<file path="config.mk">
export PLATFORM = sky130hd
export DESIGN_NAME = pdiv_top
export DESIGN_NICKNAME = d
export VERILOG_FILES = /design/src/rtl/pdiv_pkg.sv /design/src/rtl/pdiv_stage.sv /design/src/rtl/pdiv_rank.sv /design/src/rtl/pdiv_top.sv
export SDC_FILE = /design/constraint.sdc
export NUM_CORES = 1
export LEC_CHECK = 0
export ABC_CLOCK_PERIOD_IN_PS = 31200
export BUFFER_PORTS_ARGS = -buffer_cell sky130_fd_sc_hd__buf_2
export CORE_MARGIN = 5
export CORE_UTILIZATION = 57
export DETAILED_ROUTE_END_ITERATION = 6
export PLACE_DENSITY = 0.86
export SYNTH_ARGS = -nofsm -noshare
export SYNTH_HDL_FRONTEND = slang
export SYNTH_SLANG_ARGS = --single-unit
</file>
<file path="constraint.sdc">
create_clock -name vclk -period 31.2
set_input_delay 6.24 -clock vclk [all_inputs]
set_output_delay 6.24 -clock vclk [all_outputs]
set_load 0.1 [all_outputs]
</file>
<file path="src/rtl/pdiv_pkg.sv">
// Shared helpers for the pipelined divider.
// Assumes: the rank placement is a pure function of the parameters.
package pdiv_pkg;

    // True when a register rank follows the given stage (stage 0 is the first one).
    function automatic bit rank_after(int stage, int qw, int lat, int place);
        int first;
        first = qw - 1 - place;
        if (first > qw - lat) first = qw - lat;
        if (first < 0) first = 0;
        return (lat > 0) && (stage >= first) && (stage < first + lat);
    endfunction

endpackage

</file>
<file path="src/rtl/pdiv_stage.sv">
// One restoring-division step: it brings in numerator bit BIT and decides quotient bit BIT.
// Assumes: pr_in < d_in whenever d_in is nonzero, so the new partial remainder fits in D_W bits.
module pdiv_stage #(
    parameter int N_W = 8,
    parameter int D_W = 8,
    parameter int Q_W = 8,
    parameter int BIT = 0
) (
    input  logic [D_W-1:0] pr_in,
    input  logic [D_W-1:0] d_in,
    input  logic [N_W-1:0] n_in,
    input  logic [Q_W-1:0] q_in,
    output logic [D_W-1:0] pr_out,
    output logic [D_W-1:0] d_out,
    output logic [N_W-1:0] n_out,
    output logic [Q_W-1:0] q_out
);

    logic [D_W:0] trial;
    logic [D_W:0] diff;
    logic [D_W:0] pick;
    logic         ge;

    // Trial subtraction of the denominator from the shifted partial remainder.
    always_comb begin : p_step
        trial = {pr_in, n_in[BIT]};
        ge    = trial >= {1'b0, d_in};
        diff  = trial - {1'b0, d_in};
        pick  = ge ? diff : trial;
    end

    assign pr_out = pick[D_W-1:0];
    assign d_out  = d_in;
    assign n_out  = n_in;
    assign q_out  = q_in | (Q_W'(ge) << BIT);

    // The kept partial remainder must stay below the denominator's range.
    always_comb begin : p_check
        assert_stage_fits_R1: assert (d_in == '0 || pick[D_W] == 1'b0)
            else $error("partial remainder overflowed D_W bits");
    end

endmodule

</file>
<file path="src/rtl/pdiv_rank.sv">
// One register rank of the divider chain: it has an asynchronous clear and a shared clock enable.
// Assumes: clr_n is active low; en high lets the rank load.
module pdiv_rank #(
    parameter int W = 8
) (
    input  logic         clk,
    input  logic         clr_n,
    input  logic         en,
    input  logic [W-1:0] d,
    output logic [W-1:0] q
);

    // Load the stage state when enabled, or clear it at once.
    always_ff @(posedge clk or negedge clr_n) begin : p_hold
        if (!clr_n) q <= '0;
        else if (en) q <= d;
    end

    assert_rank_holds_R6: assert property (@(posedge clk) disable iff (!clr_n)
        !en |=> $stable(q))
        else $error("rank moved while enable was low");

    assert_rank_cleared_R7: assert property (@(posedge clk)
        !clr_n |-> (q == '0))
        else $error("rank not zero during clear");

endmodule

</file>
<file path="src/rtl/pdiv_top.sv">
// Pipelined unsigned divider: a chain of Q_W restoring stages with LAT register ranks.
// The ranks begin at stage Q_W-1-PLACE and are moved back if they would run past the end.
// Assumes: den >= 2^(DMIN_W-1) (zero is allowed only when DMIN_W = 1), 1 <= DMIN_W <= min(N_W, D_W), LAT <= Q_W.
module pdiv_top #(
    parameter int N_W    = 8,
    parameter int D_W    = 8,
    parameter int DMIN_W = 1,
    parameter int LAT    = 0,
    parameter int PLACE  = (N_W - DMIN_W + 1) / 2,
    localparam int Q_W   = N_W - DMIN_W + 1,
    localparam int R_W   = (N_W < D_W) ? N_W : D_W
) (
    input  logic           clk,
    input  logic           clr_n,
    input  logic           en,
    input  logic [N_W-1:0] num,
    input  logic [D_W-1:0] den,
    output logic [Q_W-1:0] quo,
    output logic [R_W-1:0] rem
);

    localparam int SW = 2 * D_W + N_W + Q_W;
    localparam int PW = Q_W + D_W + N_W;
    localparam logic [D_W-1:0] DLOW = D_W'(1) << (DMIN_W - 1);

    logic [D_W-1:0] pr_c [0:Q_W];
    logic [D_W-1:0] d_c  [0:Q_W];
    logic [N_W-1:0] n_c  [0:Q_W];
    logic [Q_W-1:0] q_c  [0:Q_W];

    // The starting partial remainder holds the numerator bits above the quotient range.
    if (DMIN_W > 1) begin : g_init_hi
        assign pr_c[0] = D_W'(num[N_W-1:Q_W]);
    end else begin : g_init_zero
        assign pr_c[0] = '0;
    end
    assign d_c[0] = den;
    assign n_c[0] = num;
    assign q_c[0] = '0;

    for (genvar i = 0; i < Q_W; i++) begin : g_stage
        logic [D_W-1:0] s_pr;
        logic [D_W-1:0] s_d;
        logic [N_W-1:0] s_n;
        logic [Q_W-1:0] s_q;

        pdiv_stage #(.N_W(N_W), .D_W(D_W), .Q_W(Q_W), .BIT(Q_W - 1 - i)) u_stage (
            .pr_in (pr_c[i]),
            .d_in  (d_c[i]),
            .n_in  (n_c[i]),
            .q_in  (q_c[i]),
            .pr_out(s_pr),
            .d_out (s_d),
            .n_out (s_n),
            .q_out (s_q)
        );

        if (pdiv_pkg::rank_after(i, Q_W, LAT, PLACE)) begin : g_rank
            logic [SW-1:0] r_q;
            pdiv_rank #(.W(SW)) u_rank (
                .clk  (clk),
                .clr_n(clr_n),
                .en   (en),
                .d    ({s_pr, s_d, s_n, s_q}),
                .q    (r_q)
            );
            assign {pr_c[i+1], d_c[i+1], n_c[i+1], q_c[i+1]} = r_q;
        end else begin : g_wire
            assign pr_c[i+1] = s_pr;
            assign d_c[i+1]  = s_d;
            assign n_c[i+1]  = s_n;
            assign q_c[i+1]  = s_q;
        end
    end

    assign quo = q_c[Q_W];
    assign rem = pr_c[Q_W][R_W-1:0];

    // Rebuild the numerator from the outputs and the operands carried along the chain.
    logic [PW-1:0] recon;
    always_comb begin : p_recon
        recon = PW'(q_c[Q_W]) * PW'(d_c[Q_W]) + PW'(pr_c[Q_W]);
    end

    assert_quot_identity_R1: assert property (@(posedge clk) disable iff (!clr_n)
        (d_c[Q_W] >= DLOW) |-> (recon == PW'(n_c[Q_W])))
        else $error("quotient*den+rem differs from numerator");

    assert_rem_below_den_R1: assert property (@(posedge clk) disable iff (!clr_n)
        (d_c[Q_W] >= DLOW) |-> (D_W'(rem) < d_c[Q_W]))
        else $error("remainder not below denominator");

    if (LAT == 0) begin : g_comb_chk
        assert_comb_still_R4: assert property (@(posedge clk) disable iff (!clr_n)
            (!en && $stable(num) && $stable(den)) |-> ($stable(quo) && $stable(rem)))
            else $error("combinational outputs moved with steady operands");
    end

endmodule

</file>
[Word level (Yosys, flattened, before mapping)]
Cells that the tools add are included.
Storage, ports and cells
  register bits after elaboration: 0
  input port bits: 19
  output and inout port bits: 16
  logic and storage cells: 31
Operators by class
  add/sub/neg operators: 8
  order comparisons: 8
  muxes and demuxes: 8
  bitwise operators: 7
Operators with widths (count)
  8-bit 2-to-1 mux: 8
  9-bit by 8-bit >= comparator with 1-bit output: 7
  8-bit subtractor: 7
  1-bit by 8-bit >= comparator with 1-bit output: 1
  8-bit by 1-bit bitwise OR with 8-bit output: 1
  8-bit by 2-bit bitwise OR with 8-bit output: 1
  8-bit by 3-bit bitwise OR with 8-bit output: 1
  8-bit by 4-bit bitwise OR with 8-bit output: 1
  8-bit by 5-bit bitwise OR with 8-bit output: 1
  8-bit by 6-bit bitwise OR with 8-bit output: 1
  8-bit by 7-bit bitwise OR with 8-bit output: 1
  1-bit by 8-bit subtractor with 8-bit output: 1

[Logic depth before layout (Yosys ltp)]
  depth in word-level cells: 16
  gate-level depth with buffers: 84
  depth with buffers taken out: 79

[Modules after synthesis]
From an unflattened synthesis, not the netlist that was laid out.
Second synthesis, totals
  cells, all modules: 683
  area total of the unflattened synthesis: 5246.3 um2
By module, submodules not included
  pdiv_stage at g_stage[1].u_stage ...: times used 6, cells each 84, area each 639.4 um2
  pdiv_stage at g_stage[0].u_stage ...: times used 2, cells each 89, area each 703.2 um2
  pdiv_top: times used 1, cells each 1, area each 3.8 um2

[Worst setup path after synthesis]
OpenSTA, ideal clock, no wires.
  kind: input port to output port
  from: input den[1]
  to: output rem[0]
  arrival: 22815 ps
  setup slack: 2145 ps
  stages: 79
  path buffers: 5
  path through: inv_1 > ha_1 > o211a_1 > buf_4 > o21ai_0 > inv_1 > ha_1 > nor2b_1 > o21ai_0 > a311o_1 > nand3_2 > o21ai_0 > inv_1 > ha_1 > nor2b_1 > o21bai_1 > and4b_1 > o21a_1 > [... 43 more ...] > o21ai_0 > o211ai_1 > a21o_1 > nor2_1 > mux2i_4 > mux2i_1 > ha_1 > a21oi_1 > o21ai_0 > a21oi_1 > o21bai_1 > a21o_1 > a21oi_1 > o21ai_0 > a221o_1 > a221o_1 > buf_6 > mux2i_1
Between the ends
  longest elaborated chain between the ends: 16
  elaborated cells between the ends (all ways): 23
  classes of those cells: 7 x add/sub; 8 x order compare; 8 x mux
RTL lines
  start, declared: line pdiv_top.sv:17  | input logic [D_W-1:0] den,
  1-bit by 8-bit >= comparator with 1-bit output *: line pdiv_stage.sv:27  | ge = trial >= {1'b0, d_in};
  via g_stage[0].u_stage.ge: line pdiv_stage.sv:22  | logic ge;
  8-bit 2-to-1 mux *: line pdiv_stage.sv:29  | pick = ge ? diff : trial;
  9-bit by 8-bit >= comparator with 1-bit output *: line pdiv_stage.sv:27
  via g_stage[1].u_stage.ge: line pdiv_stage.sv:22
  8-bit 2-to-1 mux *: line pdiv_stage.sv:29
  9-bit by 8-bit >= comparator with 1-bit output *: line pdiv_stage.sv:27
  via g_stage[2].u_stage.ge: line pdiv_stage.sv:22
  [... 6 more ...]
  via g_stage[5].u_stage.ge: line pdiv_stage.sv:22
  8-bit 2-to-1 mux *: line pdiv_stage.sv:29
  9-bit by 8-bit >= comparator with 1-bit output *: line pdiv_stage.sv:27
  via g_stage[6].u_stage.ge: line pdiv_stage.sv:22
  8-bit 2-to-1 mux *: line pdiv_stage.sv:29
  9-bit by 8-bit >= comparator with 1-bit output *: line pdiv_stage.sv:27
  via g_stage[7].u_stage.ge: line pdiv_stage.sv:22
  8-bit 2-to-1 mux *: line pdiv_stage.sv:29
  end, declared: line pdiv_top.sv:19  | output logic [R_W-1:0] rem
The timed path passes the listed nets; every way through them passes the cells marked *.

[Worst setup path in the final report]
  from: input den[0]
  to: output rem[1]
Between the ends
  longest elaborated chain between the ends: 16
  elaborated cells between the ends (all ways): 24
  classes of those cells: 8 x add/sub; 8 x order compare; 8 x mux
RTL lines (line)
  1-bit by 8-bit subtractor with 8-bit output or 1-bit by 8-bit >= comparator with 1-bit output (tied branches): pdiv_stage.sv:28, pdiv_stage.sv:27
  8-bit 2-to-1 mux: pdiv_stage.sv:29
  8-bit subtractor or 9-bit by 8-bit >= comparator with 1-bit output (tied branches): pdiv_stage.sv:28, pdiv_stage.sv:27
  8-bit 2-to-1 mux: pdiv_stage.sv:29
  8-bit subtractor or 9-bit by 8-bit >= comparator with 1-bit output (tied branches): pdiv_stage.sv:28, pdiv_stage.sv:27
  8-bit 2-to-1 mux: pdiv_stage.sv:29
  8-bit subtractor or 9-bit by 8-bit >= comparator with 1-bit output (tied branches): pdiv_stage.sv:28, pdiv_stage.sv:27
  8-bit 2-to-1 mux: pdiv_stage.sv:29
  8-bit subtractor or 9-bit by 8-bit >= comparator with 1-bit output (tied branches): pdiv_stage.sv:28, pdiv_stage.sv:27
  8-bit 2-to-1 mux: pdiv_stage.sv:29
  8-bit subtractor or 9-bit by 8-bit >= comparator with 1-bit output (tied branches): pdiv_stage.sv:28, pdiv_stage.sv:27
  8-bit 2-to-1 mux: pdiv_stage.sv:29
  8-bit subtractor or 9-bit by 8-bit >= comparator with 1-bit output (tied branches): pdiv_stage.sv:28, pdiv_stage.sv:27
  8-bit 2-to-1 mux: pdiv_stage.sv:29
  9-bit by 8-bit >= comparator with 1-bit output or 8-bit subtractor (tied branches): pdiv_stage.sv:27, pdiv_stage.sv:28
  8-bit 2-to-1 mux *: pdiv_stage.sv:29
Mark *: on every way between the ends. The rest lies on a longest branch, timed or not.

==> results_dict.tcl <==
set metrics [dict create \
    via_count 3313 \
    ys_warn_count 0 \
    start_kind "input port" \
    final_common_cell "ha_1" \
    pin_count 35 \
    path_max_fanout 10 \
    slew_violations 0 \
    ys_types 62 \
    status "finished clean" \
    ys_seq_area_share_pct 0 \
    fillers 488 \
    max_stage_delay_ns 0.61 \
    synth_cells 426 \
    crit_required_ns 24.96 \
    worstSetupPathType "in2out" \
    wire_per_inst_um 16.4 \
    dpl.hpwl_um 6960 \
    start_util_pct 59.4 \
    area_delta_synth_final_pct 8.08 \
    hold_start "num[0]" \
    holdPathEnd "rem[0]" \
    avgSynthCellArea_um2 7.82 \
    hp-class "in2out" \
    dieArea_um2 7470 \
    final_cell_mix "57 x ha_1, 38 x inv_1, 34 x nor2_1" \
    min_path_cells 4 \
    tns_ns 0 \
    routed_via_density 6.31 \
    antenna_found_initial 0 \
    fp.dieH_um 86.4 \
    drc 0 \
    grt_pass1_wl_um 14400 \
    placementRows 27 \
    die_x_um 86.4 \
    max_cap_viol_count 0 \
    critPathLaunch "den[0]" \
    fin_crit_sh_pct 96.1 \
    synth_area_um2 3330 \
    grt_max_degree 15 \
    crit_top_cell "ha_1" \
    overflow 0 \
    synth_fp_nets 509 \
    tightest_slew_ns 0.576 \
    diodes 0 \
    max_slew_margin_pct 61.5 \
    nClkBuffers 0 \
    grt_pass1_vias 3218 \
    core_um2 5610 \
    setup_violations 0 \
    layout-drive-gt1-share_pct 19.0 \
    grt_usage_pct 22.9 \
    io_buffer_count 32 \
    fin_nets 538 \
    arrival_ns 23.74 \
    gp_congestion 0.912 \
    hold_violations 0 \
    ctsHoldBuffers 0 \
    min_period_ns 29.98 \
    cpMaxStageDelayCell "a2111oi_1" \
    drt_iter0_markers 170 \
    first_pass_iters 5 \
    routed_wl_um 8590 \
    seq_cells 0 \
    max_freq_ghz 0.0334 \
    endpoint_kind "output pin" \
    ff_latch_area_um2 0 \
    ant_nets 0 \
]
synthesized netlist by cell type, types with 6 or more instances:
cell	instances	area, um2
a21oi_1	27	135
inv_1	38	143
o21ai_0	24	120
mux2_4	7	105
fa_1	7	140
nand2_1	24	90.1
a21o_1	11	82.6
nor2b_1	13	81.3
nand4_1	8	50.1
mux2_2	19	214
nor2_1	34	128
mux2i_1	17	170
xnor2_1	18	158
nand2b_1	6	37.5
or3_1	7	43.8
o21a_1	13	97.6
buf_4	9	67.6
xor2_1	12	105
ha_1	57	713
nand3_1	7	35.0
worst max-delay path by stage:
stage	end	slack, ns	depth (start not counted)
after floorplan	rem[0]	2.14	79
after global placement	rem[1]	0.95	77
after detailed placement	rem[5]	0.38	77
after CTS	rem[1]	0.30	77
after global routing	rem[3]	-0.05	80
final	rem[1]	1.22	76
critical path: cells and delay by family:
kind,cells,cell delay (ns)
AO/OA/AOI/OAI,39,9.43
adder cells (fa/ha/maj),9,2.68
multiplexers,7,2.24
AND/OR/NAND/NOR,11,1.66
buffers and inverters,10,1.46
timing repair:
item | in CTS | in global routing
setup endpoints to repair | 0 | 9
buffers inserted | 0 | 5
resized for setup | 0 | 17
cell families after synthesis:
logic type | synth area share, %
multiplexers | 16.5
AND/OR/NAND/NOR | 18.5
adder cells (fa/ha/maj) | 25.6
buffers and inverters | 7.74
XOR/XNOR | 7.89
AO/OA/AOI/OAI | 23.8
metrics by stage:
stage / setup WS [ns] / cells / hold slack (ns) / util, % / cell area, um2
2_1_floorplan: 2.14 / 426 / 12.98 / - / 3330
3_3_place_gp: 0.951 / 520 / 12.98 / 62.4 / 3500
5_1_grt: -0.0532 / 525 / 13.02 / 64.2 / 3600
4_1_cts: 0.303 / 520 / 12.99 / 62.4 / 3500
6_report: 1.22 / 525 / 12.99 / 64.2 / 3600
3_5_place_dp: 0.378 / 520 / 12.99 / 62.4 / 3500
layout make-up:
class	instances	area, um2	area share [%]
Timing Repair Buffer	40	253	7.02
Inverter	40	153	4.24
Multi-Input combinational cell	373	3100	86.2
Tap cell	72	90.1	2.50
metal layers:
layer / wire length (um) / GRT usage (%) / vias to the layer above
met2: 4170 / 42.1 / 110
met1: 3770 / 29.2 / 1566
met4: 255 / 6.23 / 0
met3: 387 / 0.570 / 24
li1: - / - / 1613
met5: 0 / 0 / -
Power is not shown: default switching activity piles up to over one toggle a cycle in this logic, so the estimate is an artifact.
